## config.mk

```make
export PLATFORM = sky130hd
export DESIGN_NAME = ret_guard
export DESIGN_NICKNAME = d
export VERILOG_FILES = /design/src/rtl/ret_guard_pkg.sv /design/src/rtl/ret_guard_decode.sv /design/src/rtl/ret_guard_stack.sv /design/src/rtl/ret_guard.sv
export SDC_FILE = /design/constraint.sdc
export NUM_CORES = 1
export LEC_CHECK = 0
export BUFFER_PORTS_ARGS = -buffer_cell sky130_fd_sc_hd__buf_4
export CAP_MARGIN = 20
export CELL_PAD_IN_SITES_DETAIL_PLACEMENT = 0
export CELL_PAD_IN_SITES_GLOBAL_PLACEMENT = 1
export CORE_MARGIN = 10
export CORE_UTILIZATION = 54
export DETAILED_ROUTE_END_ITERATION = 12
export PLACE_DENSITY_LB_ADDON = 0.3
export SYNTH_ARGS = -nofsm -noshare
export SYNTH_HDL_FRONTEND = slang
export SYNTH_SLANG_ARGS = --single-unit
```

## constraint.sdc

```tcl
create_clock -name clk_i -period 7.1 [get_ports clk_i]
set_clock_uncertainty 0.1 [all_clocks]
set_input_delay 0.355 -clock clk_i [delete_from_list [all_inputs] [get_ports clk_i]]
set_output_delay 0.355 -clock clk_i [all_outputs]
set_load 0.01 [all_outputs]
```

## src/rtl/ret_guard_pkg.sv

```systemverilog
package ret_guard_pkg;
  localparam logic [6:0] OP_JAL  = 7'b1101111;
  localparam logic [6:0] OP_JALR = 7'b1100111;
  localparam logic [4:0] REG_LINK = 5'd1;
  localparam logic [4:0] REG_ZERO = 5'd0;

  typedef enum logic [1:0] {
    K_OTHER = 2'd0,
    K_CALL  = 2'd1,
    K_RET   = 2'd2
  } insn_kind_e;
endpackage

```

## src/rtl/ret_guard_decode.sv

```systemverilog
module ret_guard_decode
  import ret_guard_pkg::*;
(
  input  logic [31:0] insn_i,
  output insn_kind_e  kind_o
);
  logic [6:0]  opc;
  logic [4:0]  rd, rs1;
  logic [2:0]  f3;
  logic [11:0] imm;
  logic        is_jal, is_jalr;

  assign opc = insn_i[6:0];
  assign rd  = insn_i[11:7];
  assign f3  = insn_i[14:12];
  assign rs1 = insn_i[19:15];
  assign imm = insn_i[31:20];

  assign is_jal  = (opc == OP_JAL);
  assign is_jalr = (opc == OP_JALR) && (f3 == 3'b000);

  always_comb begin
    kind_o = K_OTHER;
    if ((is_jal || is_jalr) && rd == REG_LINK)
      kind_o = K_CALL;
    else if (is_jalr && rd == REG_ZERO && rs1 == REG_LINK && imm == 12'd0)
      kind_o = K_RET;
  end
endmodule

```

## src/rtl/ret_guard_stack.sv

```systemverilog
module ret_guard_stack #(
  parameter int DEPTH = 16,
  parameter int WIDTH = 32
) (
  input  logic             clk_i,
  input  logic             rst_ni,
  input  logic             clr_i,
  input  logic             push_i,
  input  logic             pop_i,
  input  logic [WIDTH-1:0] data_i,
  output logic [WIDTH-1:0] top_o,
  output logic             full_o,
  output logic             empty_o
);
  localparam int AW = (DEPTH > 1) ? $clog2(DEPTH) : 1;
  localparam int CW = $clog2(DEPTH + 1);

  logic [WIDTH-1:0] mem_q [DEPTH];
  logic [CW-1:0]    cnt_q;
  logic [AW-1:0]    wr_idx, top_idx;

  assign full_o  = (cnt_q == CW'(DEPTH));
  assign empty_o = (cnt_q == '0);
  assign wr_idx  = AW'(cnt_q);
  assign top_idx = AW'(cnt_q - 1'b1);
  assign top_o   = mem_q[top_idx];

  always_ff @(posedge clk_i or negedge rst_ni) begin
    if (!rst_ni)                 cnt_q <= '0;
    else if (clr_i)              cnt_q <= '0;
    else if (pop_i && !empty_o)  cnt_q <= cnt_q - 1'b1;
    else if (push_i && !full_o)  cnt_q <= cnt_q + 1'b1;
  end

  always_ff @(posedge clk_i) begin
    if (!clr_i && !pop_i && push_i && !full_o) mem_q[wr_idx] <= data_i;
  end

  a_r7_full_drops: assert property (@(posedge clk_i) disable iff (!rst_ni)
    (push_i && !pop_i && !clr_i && full_o) |=> $stable(cnt_q));
  a_r1_push_grows: assert property (@(posedge clk_i) disable iff (!rst_ni)
    (push_i && !pop_i && !clr_i && !full_o) |=> (cnt_q == $past(cnt_q) + 1'b1));
  a_r5_pop_shrinks: assert property (@(posedge clk_i) disable iff (!rst_ni)
    (pop_i && !clr_i && !empty_o) |=> (cnt_q == $past(cnt_q) - 1'b1));
  a_r7_bound: assert property (@(posedge clk_i) disable iff (!rst_ni)
    cnt_q <= CW'(DEPTH));
endmodule

```

## src/rtl/ret_guard.sv

```systemverilog
module ret_guard
  import ret_guard_pkg::*;
#(
  parameter int DEPTH = 16,
  parameter int XLEN  = 32
) (
  input  logic            clk_i,
  input  logic            rst_ni,
  input  logic            clr_i,
  input  logic            retire_valid_i,
  input  logic [31:0]     retire_insn_i,
  input  logic [XLEN-1:0] retire_pc_i,
  input  logic [XLEN-1:0] retire_npc_i,
  output logic            ret_viol_o,
  output logic            ovf_o,
  output logic            udf_o,
  output logic            stall_o
);
  localparam logic [XLEN-1:0] LINK_OFS = XLEN'(4);

  insn_kind_e      kind;
  logic            accept, push, pop;
  logic            chk_pend_q;
  logic [XLEN-1:0] chk_tgt_q, top;
  logic            full, empty;

  ret_guard_decode u_dec (
    .insn_i (retire_insn_i),
    .kind_o (kind)
  );

  // retirement is held off while a check is pending
  assign accept = retire_valid_i && !chk_pend_q && !clr_i;
  assign push   = accept && (kind == K_CALL);
  assign pop    = chk_pend_q && !clr_i;

  ret_guard_stack #(.DEPTH(DEPTH), .WIDTH(XLEN)) u_stk (
    .clk_i   (clk_i),
    .rst_ni  (rst_ni),
    .clr_i   (clr_i),
    .push_i  (push),
    .pop_i   (pop),
    .data_i  (retire_pc_i + LINK_OFS),
    .top_o   (top),
    .full_o  (full),
    .empty_o (empty)
  );

  always_ff @(posedge clk_i or negedge rst_ni) begin
    if (!rst_ni) begin
      chk_pend_q <= 1'b0;
      chk_tgt_q  <= '0;
    end else if (clr_i) begin
      chk_pend_q <= 1'b0;
    end else begin
      chk_pend_q <= accept && (kind == K_RET);
      if (accept && kind == K_RET) chk_tgt_q <= retire_npc_i;
    end
  end

  always_ff @(posedge clk_i or negedge rst_ni) begin
    if (!rst_ni) begin
      ret_viol_o <= 1'b0;
      ovf_o      <= 1'b0;
      udf_o      <= 1'b0;
    end else if (clr_i) begin
      ret_viol_o <= 1'b0;
      ovf_o      <= 1'b0;
      udf_o      <= 1'b0;
    end else begin
      if (push && full) ovf_o <= 1'b1;
      if (chk_pend_q) begin
        if (empty) begin
          udf_o      <= 1'b1;
          ret_viol_o <= 1'b1;
        end else if (top != chk_tgt_q) begin
          ret_viol_o <= 1'b1;
        end
      end
    end
  end

  assign stall_o = chk_pend_q;

  a_r4_stall_after_ret: assert property (@(posedge clk_i) disable iff (!rst_ni)
    (retire_valid_i && !stall_o && !clr_i && kind == K_RET) |=> stall_o);
  a_r4_stall_one_cycle: assert property (@(posedge clk_i) disable iff (!rst_ni)
    stall_o |=> !stall_o);
  a_r8_udf_implies_viol: assert property (@(posedge clk_i) disable iff (!rst_ni)
    udf_o |-> ret_viol_o);
  a_r9_ovf_sticky: assert property (@(posedge clk_i) disable iff (!rst_ni)
    (ovf_o && !clr_i) |=> ovf_o);
  a_r9_viol_sticky: assert property (@(posedge clk_i) disable iff (!rst_ni)
    (ret_viol_o && !clr_i) |=> ret_viol_o);
  a_r9_clear: assert property (@(posedge clk_i) disable iff (!rst_ni)
    clr_i |=> (!ret_viol_o && !ovf_o && !udf_o && !stall_o));
endmodule

```

### Word-level counts from Yosys, hierarchy flattened

Memory sizes are Yosys's and may differ from the RTL's.
Cells that the tools add are included.
W data, S select, Z words.

* add/subtract/negate cells: 3
* equal/unequal tests: 8
* muxes and demuxes: 17
* reduce and logical (&&, ||, !) cells: 34
* bitwise logic cells: 1

Operator list (count)
* $add A32 B3 Y32 const B: 1
* $ne A32 B32 Y1: 1
* $logic_and A1 B1 Y1: 16
* $mux W5: 3
* $eq A7 B7 Y1 const B: 2
* $logic_not A12 Y1: 1
* $mux W1: 12
* $eq A5 B1 Y1 const B: 2
* $logic_not A5 Y1: 2
* $reduce_and A2 Y1: 3
* $reduce_bool A2 Y1: 3
* $reduce_bool A3 Y1: 2
* $add A5 B1 Y5 const B: 1
* $eq A5 B5 Y1 const B: 1
* $logic_not A1 Y1: 5
* $sub A5 B1 Y5 const B: 1
* $mux W2: 2
* $logic_not A3 Y1: 1
* $eq A2 B1 Y1 const B: 1
* $eq A2 B2 Y1 const B: 1
* $logic_or A1 B1 Y1: 1
* $not A1 Y1: 1

* memories: 1
* word-level logic and storage cells: 70
* bits in writable memories: 512
* bits in registers: 41

Memories
* u_stk.mem_q: depth 16, width 32, read ports 1, clocked after Yosys merged registers in 0, write ports 1, line ret_guard_stack.sv:18 `logic [WIDTH-1:0] mem_q [DEPTH];`

### Logic depth before layout (Yosys ltp)

* depth in word-level cells: 13
* gate-level depth with buffers: 17
* mapped depth without buffers: 9

### Cells and area by module

A second synthesis with hierarchy kept.

* cells, all modules: 1170
* area total of the unflattened synthesis: 22376.5 µm²

By module, submodules not included
* ret_guard_stack: cells an instance 885, area an instance 20000.4 µm², times used 1
* ret_guard: cells an instance 272, area an instance 2267.2 µm², times used 1
* ret_guard_decode: cells an instance 13, area an instance 108.9 µm², times used 1

### Least setup slack after synthesis

No wires, ideal clock.

* path type: register to register
* start point: reg u_stk.cnt_q[0]
* end point: mem u_stk.mem_q[0][0] (enable)
* arrival time: 4.688 ns
* library setup time: 0.502 ns
* path slack: 1.810 ns
* buffers on the path: 5
* cell stages (with the launch flop): 10
* path through: dfrtp_1 -> buf_6 -> buf_4 -> buf_4 -> buf_2 -> inv_1 -> ha_1 -> buf_2 -> nand2_1 -> nor4_1

* longest elaborated chain between the ends: 5

Ends and longest elaborated chain
* start: declaration: line ret_guard_stack.sv:19 `logic [CW-1:0] cnt_q;`
* start signal: assignment: line ret_guard_stack.sv:31 `else if (pop_i && !empty_o) cnt_q <= cnt_q - 1'b1;`
* start signal: assignment: line ret_guard_stack.sv:32 `else if (push_i && !full_o) cnt_q <= cnt_q + 1'b1;`
* $eq A5 B5 Y1: line ret_guard_stack.sv:22 `assign full_o = (cnt_q == CW'(DEPTH));`
* $logic_not A1 Y1: line ret_guard_stack.sv:36 `if (!clr_i && !pop_i && push_i && !full_o) mem_q[wr_idx] <= data_i;`
* $logic_and A1 B1 Y1: line ret_guard_stack.sv:36
* $mux W1: line ret_guard_stack.sv:36
* $mux W1 (implied by the code): line ret_guard_stack.sv:36
* end: declaration: line ret_guard_stack.sv:18

Several ways; a longest one is shown, not always the timed one.

### Worst setup path after layout

* start point: reg u_stk.cnt_q[0]
* end point: reg ret_viol_o

* longest elaborated chain between the ends: 5
* elaborated cells on any way between the ends: 9

Ends and longest elaborated chain
* $sub A5 B1 Y5: line ret_guard_stack.sv:25 `assign top_idx = AW'(cnt_q - 1'b1);`
* $mem_v2 Z16 W32
* $ne A32 B32 Y1: line ret_guard.sv:76 `end else if (top != chk_tgt_q) begin`
* $reduce_bool A3 Y1 (no source line)
* $reduce_and A2 Y1 (no source line)
* end signal: assignment: line ret_guard.sv:67 `ret_viol_o <= 1'b0;`
* end signal: assignment: line ret_guard.sv:75 `ret_viol_o <= 1'b1;`
* end signal: assignment: line ret_guard.sv:77 `ret_viol_o <= 1'b1;`
* end: declaration: line ret_guard.sv:14 `output logic ret_viol_o,`

Several ways; a longest one is shown, not always the timed one. The select of a mux whose other input is x is not followed.
A chain may end at the register's enable or synchronous reset.

==> results_dict.tcl <==
set metrics [dict create \
    status "finished clean" \
    power.density_nw_per_um2 255 \
    synth-async-reset-ratio_pct 7.41 \
    drv_cap 0 \
    viasPerCell 6.37 \
    clk_latency_ps 600 \
    root_buffer "clkbuf_16" \
    synth_compound_area_share_pct 2.61 \
    tightest_slew_ps 1140 \
    yosysUniqueCellTypes 55 \
    worstSetupEndpointType "flip-flop" \
    die_w_um 224 \
    path_max_fanout 58 \
    cts_resized 0 \
    maxSlewHeadroom_pct 23.3 \
    wl_per_cell_um 28.4 \
    die_h_um 224 \
    drtPass1Iterations 5 \
    syn_avg_cell_area_sq_um 20.0 \
    startpoint "u_stk.cnt_q[0]" \
    cts_hold_buf 41 \
    synth_warnings 0 \
    period_share_pct 63.6 \
    postCtsSetupBuffers 0 \
    p_leak_nw 8.73 \
    grt_first_pass_wirelength_um 79800 \
    synth_top_family_by_area "multiplexers" \
    grt_start_max_net_pins 59 \
    synth_flop_cell "edfxtp_1" \
    numPortBuffers 103 \
    grtUsageTotal_pct 21.6 \
    overflow 0 \
    synth_xor_area_share_pct 1.82 \
    synthToLayoutAreaGrowth_pct 17.4 \
    yosys.area_share.adder_pct 0.278 \
    vias 12100 \
    syn_area_sq_um 22500 \
    synth-simple-area-share_pct 5.10 \
    placed_area_sq_um 24000 \
    clockBufferDepth 3 \
    start_kind "flip-flop" \
    fin_nets 1431 \
    core_area_sq_um 41000 \
    clk_pin_slew_ps 70 \
    synth_most_common_cell "edfxtp_1" \
    htree_num_levels 2 \
    slew_viol_final 0 \
    drtAntennaViolNets 0 \
    r2r_cells 9 \
    synthTopCellsByCount "512 x edfxtp_1, 140 x mux4_2, 41 x dfrtp_1" \
    synthMuxAreaShare_pct 15.8 \
    synth-edff-count 512 \
    crit_end "ret_viol_o" \
    rr_endpoint "ret_viol_o" \
    cts_tree "built" \
    stdcell_area_sq_um 26400 \
    grt_pass1_vias 12200 \
    numCtsBuffers 54 \
    rsz0062_at_grt "no" \
    antenna_found_initial 0 \
    crit_type "reg2reg" \
    place_congestion 0.799 \
    setup_viol 0 \
    arrival_ps 4890 \
    critical_path_required_ps 7470 \
    start_util_pct 54.8 \
    synth_top_area_share_pct 68.4 \
    hold_viol 0 \
    nFillCells 2817 \
    vdd_drop_max_mv 0.313 \
    synth.area.top_cells "edfxtp_1 68%, mux4_2 14%, dfrtp_1 4.6%" \
    synth_top_area_cell "edfxtp_1" \
    diodes 0 \
    ios 104 \
    dieArea_sq_um 50200 \
    ys_seq_elements 553 \
    wl_um 54100 \
    route.detailed.drc 0 \
    syn_inst 1126 \
    r2r_slack_ps 2580 \
    setup_tns_ps 0 \
    synth_fp_nets 1231 \
    dp_hpwl_um 30200 \
    hp-class "in2reg" \
    yosysSeqAreaShare_pct 72.9 \
    fmax_mhz 221 \
    holdCritStartpoint "retire_pc_i[20]" \
    period_minus_slack_ps 4520 \
    cts.sinks 553 \
    drive_above_1_share_pct 32.5 \
    drtIter0Drc 1342 \
    reg2reg_from "u_stk.cnt_q[0]" \
    num_rows 74 \
]
==> placed cells by master, fill, tap and decap left out, types with 7 or more instances in the layout <==
master         count
clkinv_2          12
and4b_2            8
nor3_1             9
a211oi_1           8
nand3_1           31
and3_1            23
o21ai_0           23
clkinv_1           8
a22oi_1            7
bufinv_16         11
buf_4            160
nand2_1           28
mux4_2           140
mux2_2            32
xnor2_1           34
clkbuf_1           7
nor2_1            29
a21boi_0           8
xor2_1            10
nand4_1           15
dlygate4sd3_1     41
edfxtp_1         512
dfrtp_1           40
a21oi_1           20
clkbuf_16         54
nor4_1             7
==> per-stage QoR <==
step                      total power [W]  std cells  hold slack (ps)  worst slack (ps)  utilization, %
after detailed placement          0.00376       1750              366              2540            58.6
after CTS                         0.00676       1892              156              2530            64.2
after global placement            0.00375       1746              364              2600            58.5
after global routing              0.00692       1903             83.6              2360            64.4
final                             0.00673       1903             72.7              2580            64.4
after floorplan                   0.00367       1126            -40.6              1810               -
==> critical path, cell delays in order, from the launching register on <==
cell and delay (ps):
dfrtp_4 660, inv_1 190, ha_4 730, buf_4 790, mux4_2 420, mux4_2 490
xnor2_1 200, nand4_1 270, nor4_2 270, a311oi_1 120
==> how the worst min path moves through the flow <==
stage                                to  slack (ps)  cells after the start
CTS                 u_stk.mem_q[11][16]         160                      3
finish              u_stk.mem_q[12][20]          70                      2
detailed placement         chk_tgt_q[4]         370                      1
floorplan                  chk_tgt_q[0]         -40                      0
global route        u_stk.mem_q[12][20]          80                      2
global placement           chk_tgt_q[4]         360                      1
==> layout make-up <==
cell class / instances / area (sq um) / area share (%)
sequential: 553 / 16400 / 62.1
multi-input combinational: 511 / 5830 / 22.1
inverter: 5 / 18.8 / 0.0711
clock buffer: 61 / 1380 / 5.22
tap: 532 / 666 / 2.52
timing repair buffer: 201 / 1610 / 6.10
clock inverter: 40 / 500 / 1.90
==> per-layer routing <==
| metal | wire [um] | global-route usage [%] |
|---|---|---|
| met4 | 989 | 5.44 |
| met2 | 26300 | 34.7 |
| met1 | 22300 | 30.3 |
| met5 | 0 | 0 |
| met3 | 4510 | 3.67 |
==> sequential cells by signal (all words and copies together) (netlist names) <==
name	count
ovf_o	1
udf_o	1
u_stk.cnt_q	5
ret_viol_o	1
u_stk.mem_q	512
chk_tgt_q	32
stall_o	1
==> power by group <==
part           internal, W   switching, W  total, W  leakage (nW)
Sequential         0.00356  0.00000000872   0.00356          5.17
Combinational    0.0000671      0.0000819  0.000149          2.65
Clock              0.00180        0.00122   0.00302         0.909
Total              0.00543        0.00131   0.00673          8.73
==> kinds of logic (layout without fill, tap and decap cells) <==
group	after synthesis	in the layout
flip-flops	553	553
AND/OR/NAND/NOR	196	196
multiplexers	175	175
AO/OA/AOI/OAI	89	89
buffers and inverters	62	307
XOR/XNOR	46	46
adder cells (fa/ha/maj)	5	5
No activity file was read; power rests on OpenSTA's default activity.
